[src/rtl/pwrup_seq.sv]
module pwrup_seq #(
  parameter int NUM_BANKS  = 20,
  parameter int POLL_LIMIT = 200,
  parameter int ADDR_W     = 32,
  parameter int VEC_SHIFT  = 4
) (
  input  logic                          clk,
  input  logic                          rst_n,
  input  logic                          start,
  input  logic [ADDR_W-1:0]             boot_addr,
  input  logic                          us_tick,
  input  logic                          refclk_off,
  output logic                          core_rst,
  output logic                          bus_rst,
  output logic                          core_halt,
  output logic                          ref_clk_en,
  output logic                          head_sw_on,
  output logic                          reg_bypass,
  output logic                          cmem_clamp,
  output logic                          wline_clamp,
  output logic                          io_clamp,
  output logic                          mem_stby_off,
  output logic                          sleep_ret_off,
  output logic [NUM_BANKS-1:0]          bank_pwr,
  output logic                          core_clk_en,
  output logic [ADDR_W-VEC_SHIFT-1:0]   boot_vec,
  output logic                          busy,
  output logic                          done,
  output logic                          timeout_err
);

  localparam int IDX_W = (NUM_BANKS > 1) ? $clog2(NUM_BANKS) : 1;
  localparam int CNT_W = $clog2(POLL_LIMIT + 1);

  typedef enum logic [3:0] {
    S_IDLE, S_ASSERT, S_REFCLK, S_POLL, S_HSW, S_MCLAMP, S_RET,
    S_BANK, S_BANKW, S_WL, S_IO, S_CREL, S_CLKON, S_GO, S_FAIL
  } st_t;

  st_t              st;
  logic [IDX_W-1:0] idx;
  logic [CNT_W-1:0] poll_cnt;
  logic             tick_seen;
  logic             wait_hit;

  assign wait_hit = us_tick & tick_seen;
  assign busy     = (st != S_IDLE) && (st != S_FAIL);

  always_ff @(posedge clk) begin
    if (!rst_n) begin
      st            <= S_IDLE;
      idx           <= '0;
      poll_cnt      <= '0;
      tick_seen     <= 1'b0;
      core_rst      <= 1'b0;
      bus_rst       <= 1'b0;
      core_halt     <= 1'b0;
      ref_clk_en    <= 1'b0;
      head_sw_on    <= 1'b0;
      reg_bypass    <= 1'b0;
      cmem_clamp    <= 1'b1;
      wline_clamp   <= 1'b1;
      io_clamp      <= 1'b1;
      mem_stby_off  <= 1'b0;
      sleep_ret_off <= 1'b0;
      bank_pwr      <= '0;
      core_clk_en   <= 1'b0;
      boot_vec      <= '0;
      done          <= 1'b0;
      timeout_err   <= 1'b0;
    end else begin
      done <= 1'b0;
      case (st)
        S_IDLE: if (start) begin
          boot_vec <= boot_addr[ADDR_W-1:VEC_SHIFT];
          st       <= S_ASSERT;
        end
        S_ASSERT: begin
          core_rst  <= 1'b1;
          bus_rst   <= 1'b1;
          core_halt <= 1'b1;
          st        <= S_REFCLK;
        end
        S_REFCLK: begin
          ref_clk_en <= 1'b1;
          poll_cnt   <= '0;
          st         <= S_POLL;
        end
        S_POLL: begin
          if (!refclk_off) begin
            head_sw_on <= 1'b1;
            tick_seen  <= 1'b0;
            st         <= S_HSW;
          end else if (us_tick) begin
            if (poll_cnt == CNT_W'(POLL_LIMIT - 1)) begin
              timeout_err <= 1'b1;
              st          <= S_FAIL;
            end else begin
              poll_cnt <= poll_cnt + 1'b1;
            end
          end
        end
        S_HSW: begin
          if (us_tick) tick_seen <= ~tick_seen;
          if (wait_hit) begin
            reg_bypass <= 1'b1;
            st         <= S_MCLAMP;
          end
        end
        S_MCLAMP: begin
          cmem_clamp <= 1'b0;
          st         <= S_RET;
        end
        S_RET: begin
          mem_stby_off  <= 1'b1;
          sleep_ret_off <= 1'b1;
          idx           <= IDX_W'(NUM_BANKS - 1);
          st            <= S_BANK;
        end
        S_BANK: begin
          bank_pwr[idx] <= 1'b1;
          tick_seen     <= 1'b0;
          st            <= S_BANKW;
        end
        S_BANKW: begin
          if (us_tick) tick_seen <= ~tick_seen;
          if (wait_hit) begin
            if (idx == '0) st <= S_WL;
            else begin
              idx <= idx - 1'b1;
              st  <= S_BANK;
            end
          end
        end
        S_WL: begin
          wline_clamp <= 1'b0;
          st          <= S_IO;
        end
        S_IO: begin
          io_clamp <= 1'b0;
          st       <= S_CREL;
        end
        S_CREL: begin
          core_rst <= 1'b0;
          st       <= S_CLKON;
        end
        S_CLKON: begin
          core_clk_en <= 1'b1;
          st          <= S_GO;
        end
        S_GO: begin
          core_halt <= 1'b0;
          done      <= 1'b1;
          st        <= S_IDLE;
        end
        default: ;
      endcase
    end
  end

  // head switch only with the reference clock branch on
  a_r4_hs_needs_ref: assert property (@(posedge clk) disable iff (!rst_n)
    head_sw_on |-> ref_clk_en);

  // regulator bypass only behind the head switch
  a_r6_bypass_after_hs: assert property (@(posedge clk) disable iff (!rst_n)
    reg_bypass |-> head_sw_on);

  // at most one bank turns on per cycle
  a_r8_one_bank: assert property (@(posedge clk) disable iff (!rst_n)
    $countones(bank_pwr & ~$past(bank_pwr)) <= 1);

  // IO clamp lifted only after the wordline clamp and all banks
  a_r9_io_after_wl: assert property (@(posedge clk) disable iff (!rst_n)
    !io_clamp |-> (!wline_clamp && bank_pwr[0]));

  // done coincides with the core leaving halt, clock on and reset off
  a_r10_done_release: assert property (@(posedge clk) disable iff (!rst_n)
    done |-> ($past(core_halt) && !core_halt && core_clk_en && !core_rst));

  // timeout is sticky and freezes the outputs
  a_r5_frozen: assert property (@(posedge clk) disable iff (!rst_n)
    timeout_err |=> (timeout_err && !busy && $stable(bank_pwr) && $stable(head_sw_on)
                     && $stable(core_rst) && $stable(boot_vec) && !done));

endmodule

[config.mk]
export PLATFORM = sky130hd
export DESIGN_NAME = pwrup_seq
export DESIGN_NICKNAME = d
export VERILOG_FILES = /design/src/rtl/pwrup_seq.sv
export SDC_FILE = /design/constraint.sdc
export NUM_CORES = 1
export LEC_CHECK = 0
export BUFFER_PORTS_ARGS = -buffer_cell sky130_fd_sc_hd__buf_2
export CORE_MARGIN = 10
export CORE_UTILIZATION = 38
export CTS_CLUSTER_SIZE = 20
export DETAILED_ROUTE_END_ITERATION = 7
export PLACE_DENSITY = 0.69
export RECOVER_POWER = 50
export SYNTH_ARGS = -nofsm -noshare
export SYNTH_HDL_FRONTEND = slang
export SYNTH_SLANG_ARGS = --single-unit
[constraint.sdc]
create_clock -name clk -period 2.58 [get_ports clk]
set_input_delay 0.129 -clock clk [delete_from_list [all_inputs] [get_ports clk]]
set_output_delay 0.129 -clock clk [all_outputs]
set_load 0.05 [all_outputs]
# == Word-level counts from Yosys, hierarchy flattened ==
# Cells that the tools add are included.
# classes
bitwise,4
eq_ne,26
n_reduce_logical,20
n_lt_le_gt_ge,2
mux,23
n_addsub,2
# ops
operator,n
$pmux W4 S14,1
$mux W4,7
$eq A4 B4 Y1 const B,6
$mux W8,3
$or A20 B20 Y20,1
$eq A4 B3 Y1 const B,4
$ne A2 B2 Y1 const B,8
$pmux W8 S2,1
$reduce_bool A14 Y1,1
$mux W5,2
$pmux W5 S2,1
$add A8 B1 Y8 const B,1
$eq A4 B2 Y1 const B,2
$eq A8 B8 Y1 const B,1
$reduce_and A4 Y1,2
$reduce_bool A2 Y1,4
$lt A5 B6 Y1 const B,1
$ne A3 B3 Y1 const B,2
$reduce_and A2 Y1,3
$reduce_and A3 Y1,2
$reduce_and A6 Y1,1
$demux W1 S5,1
$ge A5 B1 Y1 const B,1
$logic_not A5 Y1,1
14 further kinds,20
# totals
regBits,79

# == Longest topological paths before layout ==
# Gate-level depths: netlist of run 1.
# logic_depth
word_depth,5
depth_mapped,7

# == Least setup slack after synthesis of run 1 ==
# No wires, ideal clock.
# synth_path
kind,register -> register
startpoint,reg st[3]
endpoint,reg poll_cnt[0]
slack_ns,0.799
path_stages_with_launch,7
setup_ns,0.070
t_required_ns,2.510
t_arrival_ns,1.711
synth_period_minus_slack_ns,1.781
path_cell_list,dfxtp_1 buf_4 or3b_4 or2_0 clkbuf_2 or4_1 a21oi_1
# synth_between
elab_chain_len,3
# synth_lines
element,line,text
"start, declared",40,st_t st;
"start signal, assigned",51,st <= S_IDLE;
"start signal, assigned",76,st <= S_ASSERT;
"start signal, assigned",82,st <= S_REFCLK;
$eq A4 B2 Y1,73,case (st)
$ne A2 B2 Y1 (no source line) or $reduce_bool A2 Y1 (tied branches),-,
$reduce_and A4 Y1 (no source line),-,
"end signal, assigned",99,poll_cnt <= poll_cnt + 1'b1;
"end, declared",42,logic [CNT_W-1:0] poll_cnt;
# Parallel ways exist; a longest one is shown, timed or not.
# A chain may end at the register's enable or synchronous reset.

# == Worst setup path after layout of run 1 ==
# layout_path
startpoint,reg st[0]
endpoint,reg idx[2]
# layout_between
elab_chain_len,3
# layout_lines
element,line,text
$eq A4 B4 Y1 or $eq A4 B3 Y1 (tied branches),73,
$ne A2 B2 Y1 (no source line) or $reduce_bool A2 Y1 (tied branches),-,
$reduce_and A3 Y1 (no source line),-,
"end signal, assigned",117,idx <= IDX_W'(NUM_BANKS - 1);
"end signal, assigned",130,idx <= idx - 1'b1;
"end, declared",41,logic [IDX_W-1:0] idx;
# Parallel ways exist; a longest one is shown, timed or not.

==> metrics, run 1 <==
global-route wire length before repair 14950 um; Leak 0.001553 uW; antenna-violating nets left 0; critical path arrival 2.37 ns; WL per Instance 14.61 um; DR WL met3 782 um; Inserted Clock Buffers 9; min Tclk post-route 2.085 ns; Most used DFF post-synth dfxtp_1; Post-Syn Instances 404; post-detail-place hpwl 6415 um; Post-Synthesis Cell Area 3334 um2; max-slew violation count 0; highest metal used met4; final setup vio count 0; final hold violation count 0; Clock Skew 0.01314 ns; Bufs and invs on worst path 0; Top Family by Delay on Critical Path simple AND/OR/NAND/NOR gates; largest net degree at the start of global routing 32; DRC 0; setup TNS 0 ns; worst r2r src st[0]; htree depth 3; critical-path cell list or4b_2, o21ai_2, and3_1, mux2i_1; Worst Hold Class in -> reg; Critical Path Start st[0]; post-CTS sizing 0; post-synth net total 446; CP required 2.86 ns; Vias 3173; FMAX 479.6 MHz; top cells by area, synth dfxtp_1 47%, a21oi_1 8.7%, nand2_1 8.1%; post-layout net count 540; Sink Count 79; final hold slack 0.01372 ns; grt ovf 0; Post-synth EDFFs 0; Power Density 696.1 nW/um2; Distinct cells, synth 61; # fillers 887; CTS root buffer clkbuf_8; commonest non-fill, non-tap cells in the layout 79 x dfxtp_1, 72 x nand2_1, 65 x clkbuf_1, 58 x a21oi_1, 41 x nor2_1; top-level port count 100; met1 WL 3917 um; max-cap violation count 0; Antenna Cells 0; RSZ-0062 raised after global routing false; core area 8636 um2; Yosys top cell by area dfxtp_1; Die H 113.7 um; routed length on met2 4125 um; critical path type reg -> reg; sequential-to-total area share from yosys stat 0.4743; share of layout cells above drive strength 1 0.1312; worst-skew pair later-pin latency 0.36 ns; postcts setup bufs 0; vias in the first global route 3165; critical path endpoint category flop; CTS tree yes; clock buffer depth 2; hold_buf cts 2; HP Start boot_addr[28]; Vias/cell 5.193; Yosys reg bits 79; IO buf count 95; DRT iter0 DRCs 212; Reg clk slew, reported paths 0.09 ns; std cell rows 34; area delta synth->final 23.00%; Worst Max-Slew Pin Slew 0.9797 ns; share of the synthesized area in the top cell type 0.4743; critical path's slowest cell or4b_2; drt total wl 8925 um; maximum vdd ir drop 0.0003433 V; fraction of registers with async set/reset 0; period utilization 0.8081; startpoint types flop; antenna violations before repair 0; commonest non-fill, non-tap cell in the layout dfxtp_1; die area 12920 um2; starting density of the core 0.3861; status completed; Slew HR 0.3469; drt pass-1 iters 4; gr usage total 0.1366; Avg Inst Size Synth 8.254 um2; critical path peak fanout 20; Worst path max stage delay 0.77 ns; RePlAce Congestion 0.8869; Die X-Extent 113.7 um; Ys Warns 0
tightest hold or removal path: stages:
cell and delay (ns):
buf_2 0.09, nand2_1 0.04, a21oi_1 0.05
final cells by class:
class	count	area, um2	area share
Sequential cell	79	1582	0.3856
Timing Repair Buffer	110	509.2	0.1242
Multi-Input combinational cell	291	1604	0.3911
Clock inverter	7	121.4	0.02959
Tap cell	108	135.1	0.03295
Clock buffer	9	123.9	0.03020
Inverter	7	26.28	0.006406
state kept, by name, indices dropped and copies added (netlist names), 4 cells and up:
name and cells:
boot_vec 28, bank_pwr 20, poll_cnt 8, idx 5, st 4
worst paths after layout:
check	endpoint	slack, ns	depth (start not counted)
setup / recovery	idx[2]	0.50	4
hold / removal	boot_vec[24]	0.01	3
setup reg to reg	idx[2]	0.50	4
hold reg to reg	boot_vec[19]	0.46	2
synthesized netlist by cell type (all sizes together), types with 3 or more instances:
master / count
a21oi: 58
a31oi: 4
and2: 5
and3: 4
buf: 8
clkbuf: 19
dfxtp: 79
ha: 5
inv: 7
mux2i: 6
nand2: 72
nand2b: 5
nand3: 13
nand4: 3
nor2: 41
nor3: 3
nor3b: 6
nor4: 3
nor4b: 4
o21ai: 14
or3: 4
or4: 3
per-stage QoR:
| stage | power (uW) | setup slack, ns | util | cell area (um2) | cells |
|---|---|---|---|---|---|
| 2_1_floorplan | 1660 | 0.7988 | - | 3334 | 404 |
| 3_3_place_gp | 1779 | 0.5859 | 0.4522 | 3905 | 591 |
| 3_5_place_dp | 1786 | 0.5367 | 0.4522 | 3905 | 591 |
| 4_1_cts | 2898 | 0.5012 | 0.4829 | 4170 | 609 |
| 5_1_grt | 2976 | 0.3303 | 0.4749 | 4101 | 611 |
| 6_report | 2855 | 0.4951 | 0.4749 | 4101 | 611 |
power breakdown:
group,switching (uW),internal (uW)
sequential,36.9,1270
clock,467,646
combinational,327,112
total,831,2020
cell families after synthesis:
kind of cell             synth area share
AND/OR/NAND/NOR                    0.2645
AO/OA/AOI/OAI                      0.1715
flip-flops                         0.4743
buffers and inverters             0.04465
multiplexers                      0.01801
adder cells (fa/ha/maj)           0.02176
XOR/XNOR                         0.005254
layer usage:
| metal | vias up | GRT usage |
|---|---|---|
| li1 | 1597 | - |
| met1 | 1470 | 0.1617 |
| met2 | 99 | 0.2146 |
| met3 | 7 | 0.05932 |
| met4 | 0 | 0.04992 |
| met5 | - | 0 |
Power figures use the tool's default switching activity.
==> inputs of run 2 (changes only) <==
Clock period 2.58 ns to 1.95 ns, I/O delays scaled along.
==> run 2 against run 1 <==
- sequential power rose by 32%
- via count increased by 1.8%
- clock-buffer cell count increased by 2
- total power is 30% higher
- non-clock buffer count up 26
- critical path type is now reg -> out
- combinational power grew 49%
- wire length rose by 6.3%
- worst setup slack got worse by 0.38 ns
==> metrics, run 2 (same netlist as run 1, synthesis figures left out) <==
clock buffer depth 2; antenna-violating nets left 0; # fillers 868; area delta synth->final 31.07%; CP required 1.85 ns; gr usage total 0.1447; core area 8636 um2; WL per Instance 14.94 um; Bufs and invs on worst path 3; status completed; total power 3708 uW; Vias/cell 5.085; std cell rows 34; top flop regs boot_vec: 28 flops, bank_pwr: 20 flops, poll_cnt: 8 flops; final setup vio count 0; max-slew violation count 0; Multi-input gate area 1618 um2; CTS root buffer clkbuf_8; starting density of the core 0.3861; critical path peak fanout 13; antenna violations before repair 0; post-detail-place hpwl 6531 um; Reg area 1584 um2; Vias 3229; final hold violation count 0; Crit path top cell by count buf_4; die area 12920 um2; IO buf count 95; drt total wl 9486 um; HP Start boot_addr[18]; critical-path cell list buf_4, buf_4, or2_2, o21ai_1, nand2_1, buf_4; Slew HR 0.5738; largest net degree at the start of global routing 32; FMAX 544.1 MHz; max-cap violation count 0; Worst Hold Class in -> reg; Die X-Extent 113.7 um; reg-to-reg slack, setup 0.11 ns; worst-skew pair later-pin latency 0.35 ns; grt ovf 0; post-layout net count 566; critical path's slowest cell dfxtp_2; htree depth 3; top-level port count 100; CTS tree yes; min setup slack post-route 0.1121 ns; DRC 0; R2R cell count 4; critical path type reg -> out; Inserted Clock Buffers 9; Clock Skew 0.01081 ns; Sink Count 79; Power Density 848.5 nW/um2; reg-to-reg endpoint idx[2]; Leak 0.001669 uW; period utilization 0.9425; commonest non-fill, non-tap cells in the layout 77 x dfxtp_1, 72 x nand2_1, 62 x clkbuf_1, 58 x a21oi_1, 41 x nor2_1; RSZ-0062 raised after global routing false; Finished Layout Cells 635; commonest non-fill, non-tap cell in the layout dfxtp_1; maximum vdd ir drop 0.0003889 V; Antenna Cells 0; Reg clk slew, reported paths 0.07 ns; startpoint types flop; global-route wire length before repair 15570 um; hold path depth 3; worst r2r src st[0]; Top Family by Delay on Critical Path buffers and inverters; drt pass-1 iters 5; Worst Max-Slew Pin Slew 0.6421 ns; critical path endpoint category primary output; Worst path max stage delay 0.34 ns; DRT iter0 DRCs 192; Top reg by flops boot_vec; max FFs per register 28; vias in the first global route 3134; DP Worst Slack -0.03038 ns; Inst Count DP 594; RePlAce Congestion 0.9000; Die H 113.7 um; critical path arrival 1.74 ns; min Tclk post-route 1.838 ns; WHS Endpoint boot_vec[14]; postcts setup bufs 0; share of layout cells above drive strength 1 0.1385
-- run 2: changes by cell type in the layout (fill, tap and decap cells not counted), moves of 2 or more --
cell / previous run / this run
dlygate4sd3_1: 4 / 27
buf_4: 8 / 14
clkbuf_1: 65 / 62
clkinv_4: 3 / 0
clkbuf_8: 9 / 11
dfxtp_1: 79 / 77
dfxtp_2: 0 / 2
-- run 2: how the worst max path moves through the flow --
stage / startpoint / endpoint / cells past startpoint
final: st[3] / busy / 6
after global routing: st[2] / poll_cnt[0] / 4
after CTS: st[3] / busy / 6
after detailed placement: idx[0] / st[1] / 7
after global placement: idx[0] / st[1] / 7
after floorplan: st[3] / poll_cnt[0] / 6
-- run 2: worst min-delay path: stages --
cell     delay [ns]
buf_2          0.10
nand2_1        0.06
a21oi_1        0.06
-- run 2: final cells by class --
type	instances	area share
sequential	79	0.3624
tap	108	0.03092
multi-input combinational	291	0.3702
clock inverter	3	0.01546
inverter	7	0.006012
clock buffer	11	0.03464
timing repair buffer	136	0.1804
-- run 2: repair_timing --
action / CTS / global route
gates resized for setup: 1 / 7
hold buffers: 27 / 0
endpoints found under the setup margin: 2 / 3
endpoints found under the hold margin: 27 / 0
-- run 2: metrics by stage --
step	instance area, um2	utilization	hold slack (ns)	setup TNS, ns
floorplan	3334	-	0.2335	0
global placement	3940	0.4562	0.3372	0
detailed placement	3940	0.4562	0.3435	-0.03038
CTS	4436	0.5136	0.002325	0
global route	4370	0.5061	0.007309	0
finish	4370	0.5061	0.02170	0
-- run 2: routing by layer --
layer	track usage	routed length (um)	vias up
li1	-	-	1638
met1	0.1740	4144	1482
met2	0.2325	4545	98
met3	0.05249	694	11
met4	0.05076	102	0
met5	0	0	-
-- run 2: report_power, final --
| part | total [uW] | switching [uW] | leakage, uW | internal, uW |
|---|---|---|---|---|
| logic | 653 | 458 | 0.000919 | 195 |
| registers | 1710 | 38.4 | 0.000643 | 1680 |
| clock network | 1340 | 564 | 0.000108 | 777 |
==> inputs of run 3 (changes only) <==
Settings changed: BUFFER_PORTS_ARGS -buffer_cell sky130_fd_sc_hd__buf_2 to -buffer_cell sky130_fd_sc_hd__clkbuf_2.
==> run 3 against run 2 <==
- utilization rose by 0.17 points
- first-iteration DRC count rose by 21%
- worst setup slack got worse by 0.0086 ns
- critical path depth fell by 1
- highest routed layer unchanged
==> metrics, run 3 (same netlist as run 1, synthesis figures left out) <==
DP Worst Slack -0.03148 ns; std cell rows 34; top flop regs boot_vec: 28 flops, bank_pwr: 20 flops, poll_cnt: 8 flops; Clock Skew 0.01517 ns; commonest non-fill, non-tap cells in the layout 78 x dfxtp_1, 72 x nand2_1, 62 x clkbuf_1, 58 x a21oi_1, 41 x nor2_1; WL per Instance 15.09 um; setup TNS 0 ns; die area 12920 um2; min setup slack post-route 0.1035 ns; DRT iter0 DRCs 232; Power Density 853.0 nW/um2; drt pass-1 iters 5; status completed; RSZ-0062 raised after global routing false; Worst Max-Slew Pin Slew 0.6388 ns; grt ovf 0; maximum vdd ir drop 0.0004380 V; period utilization 0.9469; CP required 1.85 ns; commonest non-fill, non-tap cell in the layout dfxtp_1; Die X-Extent 113.7 um; Slew HR 0.5760; area delta synth->final 31.52%; top-level port count 100; Reg clk slew, reported paths 0.08 ns; starting density of the core 0.3861; Finished Layout Cells 638; critical path arrival 1.75 ns; Top reg by flops boot_vec; min Tclk post-route 1.846 ns; post-route cell area 4385 um2; Vias 3339; Antenna Cells 0; DRC 0; gr usage total 0.1455; antenna-violating nets left 0; Inserted Clock Buffers 9; final hold violation count 0; critical path peak fanout 20; Worst Hold Class in -> reg; startpoint types flop; postcts setup bufs 0; Vias/cell 5.234; max-cap violation count 0; max FFs per register 28; final hold slack 0.1187 ns; share of layout cells above drive strength 1 0.1415; cell internal pwr 2636 uW; post-detail-place hpwl 6627 um; post-layout net count 567; Leak 0.001690 uW; CTS root buffer clkbuf_8; Die H 113.7 um; Sink Count 79; htree depth 3; Switching Share 0.2954; worst-skew pair later-pin latency 0.35 ns; global-route wire length before repair 15840 um; sequential fraction of design power 0.458; RePlAce Congestion 0.8696; final setup vio count 0; largest net degree at the start of global routing 30; antenna violations before repair 0; drt total wl 9627 um; vias in the first global route 3303; IO buf count 95; Cell Area, Placed 3940 um2; Comb power frac 0.176; Switch Pwr 1105 uW; FMAX 541.6 MHz; core area 8636 um2; max-slew violation count 0; CTS tree yes; Inst Count DP 594; critical path type reg -> out; clock buffer depth 2; critical path endpoint category primary output; clock network fraction of total power 0.366
-- run 3: cell count changes in the layout (fill, tap and decap cells not counted), sizes merged --
cell	previous run	this run
clkinv	0	3
clkbuf	73	105
clkinvlp	1	0
buf	47	14
inv	7	8
dlygate4sd3	27	28
-- run 3: path summary, 6_finish.rpt --
path,startpoint,endpoint,slack [ns],cells past startpoint
max reg2reg,st[2],poll_cnt[0],0.14,4
min reg2reg,boot_vec[2],boot_vec[2],0.46,2
min,rst_n,io_clamp,0.12,2
max,st[2],busy,0.10,5
-- run 3: metrics by stage --
stage          total power, uW    util
2_1_floorplan             2196       -
3_3_place_gp              2367  0.4562
3_5_place_dp              2378  0.4562
4_1_cts                   3796  0.5159
5_1_grt                   3899  0.5078
6_report                  3741  0.5078
-- run 3: repair_timing --
item,4_1_cts,5_1_grt
endpoints found under the setup margin,1,5
hold buffers,28,0
gates resized for setup,1,3
endpoints found under the hold margin,28,0
-- run 3: cell type report --
type                    count  area, um2
repair buffers            137      795.8
multi-input cells         291       1617
flip-flops and latches     79       1583
fillers                   857       4250
clock buffers              10      137.6
inverters                   7      26.28
well taps                 108      135.1
clock inverters             6      91.34
-- run 3: critical path, stage by stage, from the launching register on --
cell and delay [ns]:
dfxtp_1 0.38, buf_4 0.23, or2_2 0.34, o21ai_0 0.15, nand2_1 0.07, clkbuf_2 0.23
-- run 3: metal layers --
metal  up-vias  part of all wire  global-route usage
li1       1651                 -                   -
met1      1573              0.44              0.1689
met2       102              0.48              0.2501
met3        13             0.064             0.04514
met4         0             0.013             0.04399
met5         -                 0                   0
-- run 3: power by group through the flow --
stage	sequential (uW)	combinational [uW]	clock, uW
floorplan	1950	251	0
global placement	1740	622	0
detailed placement	1750	628	0
CTS	1710	674	1410
global route	1720	714	1460
finish	1710	660	1370
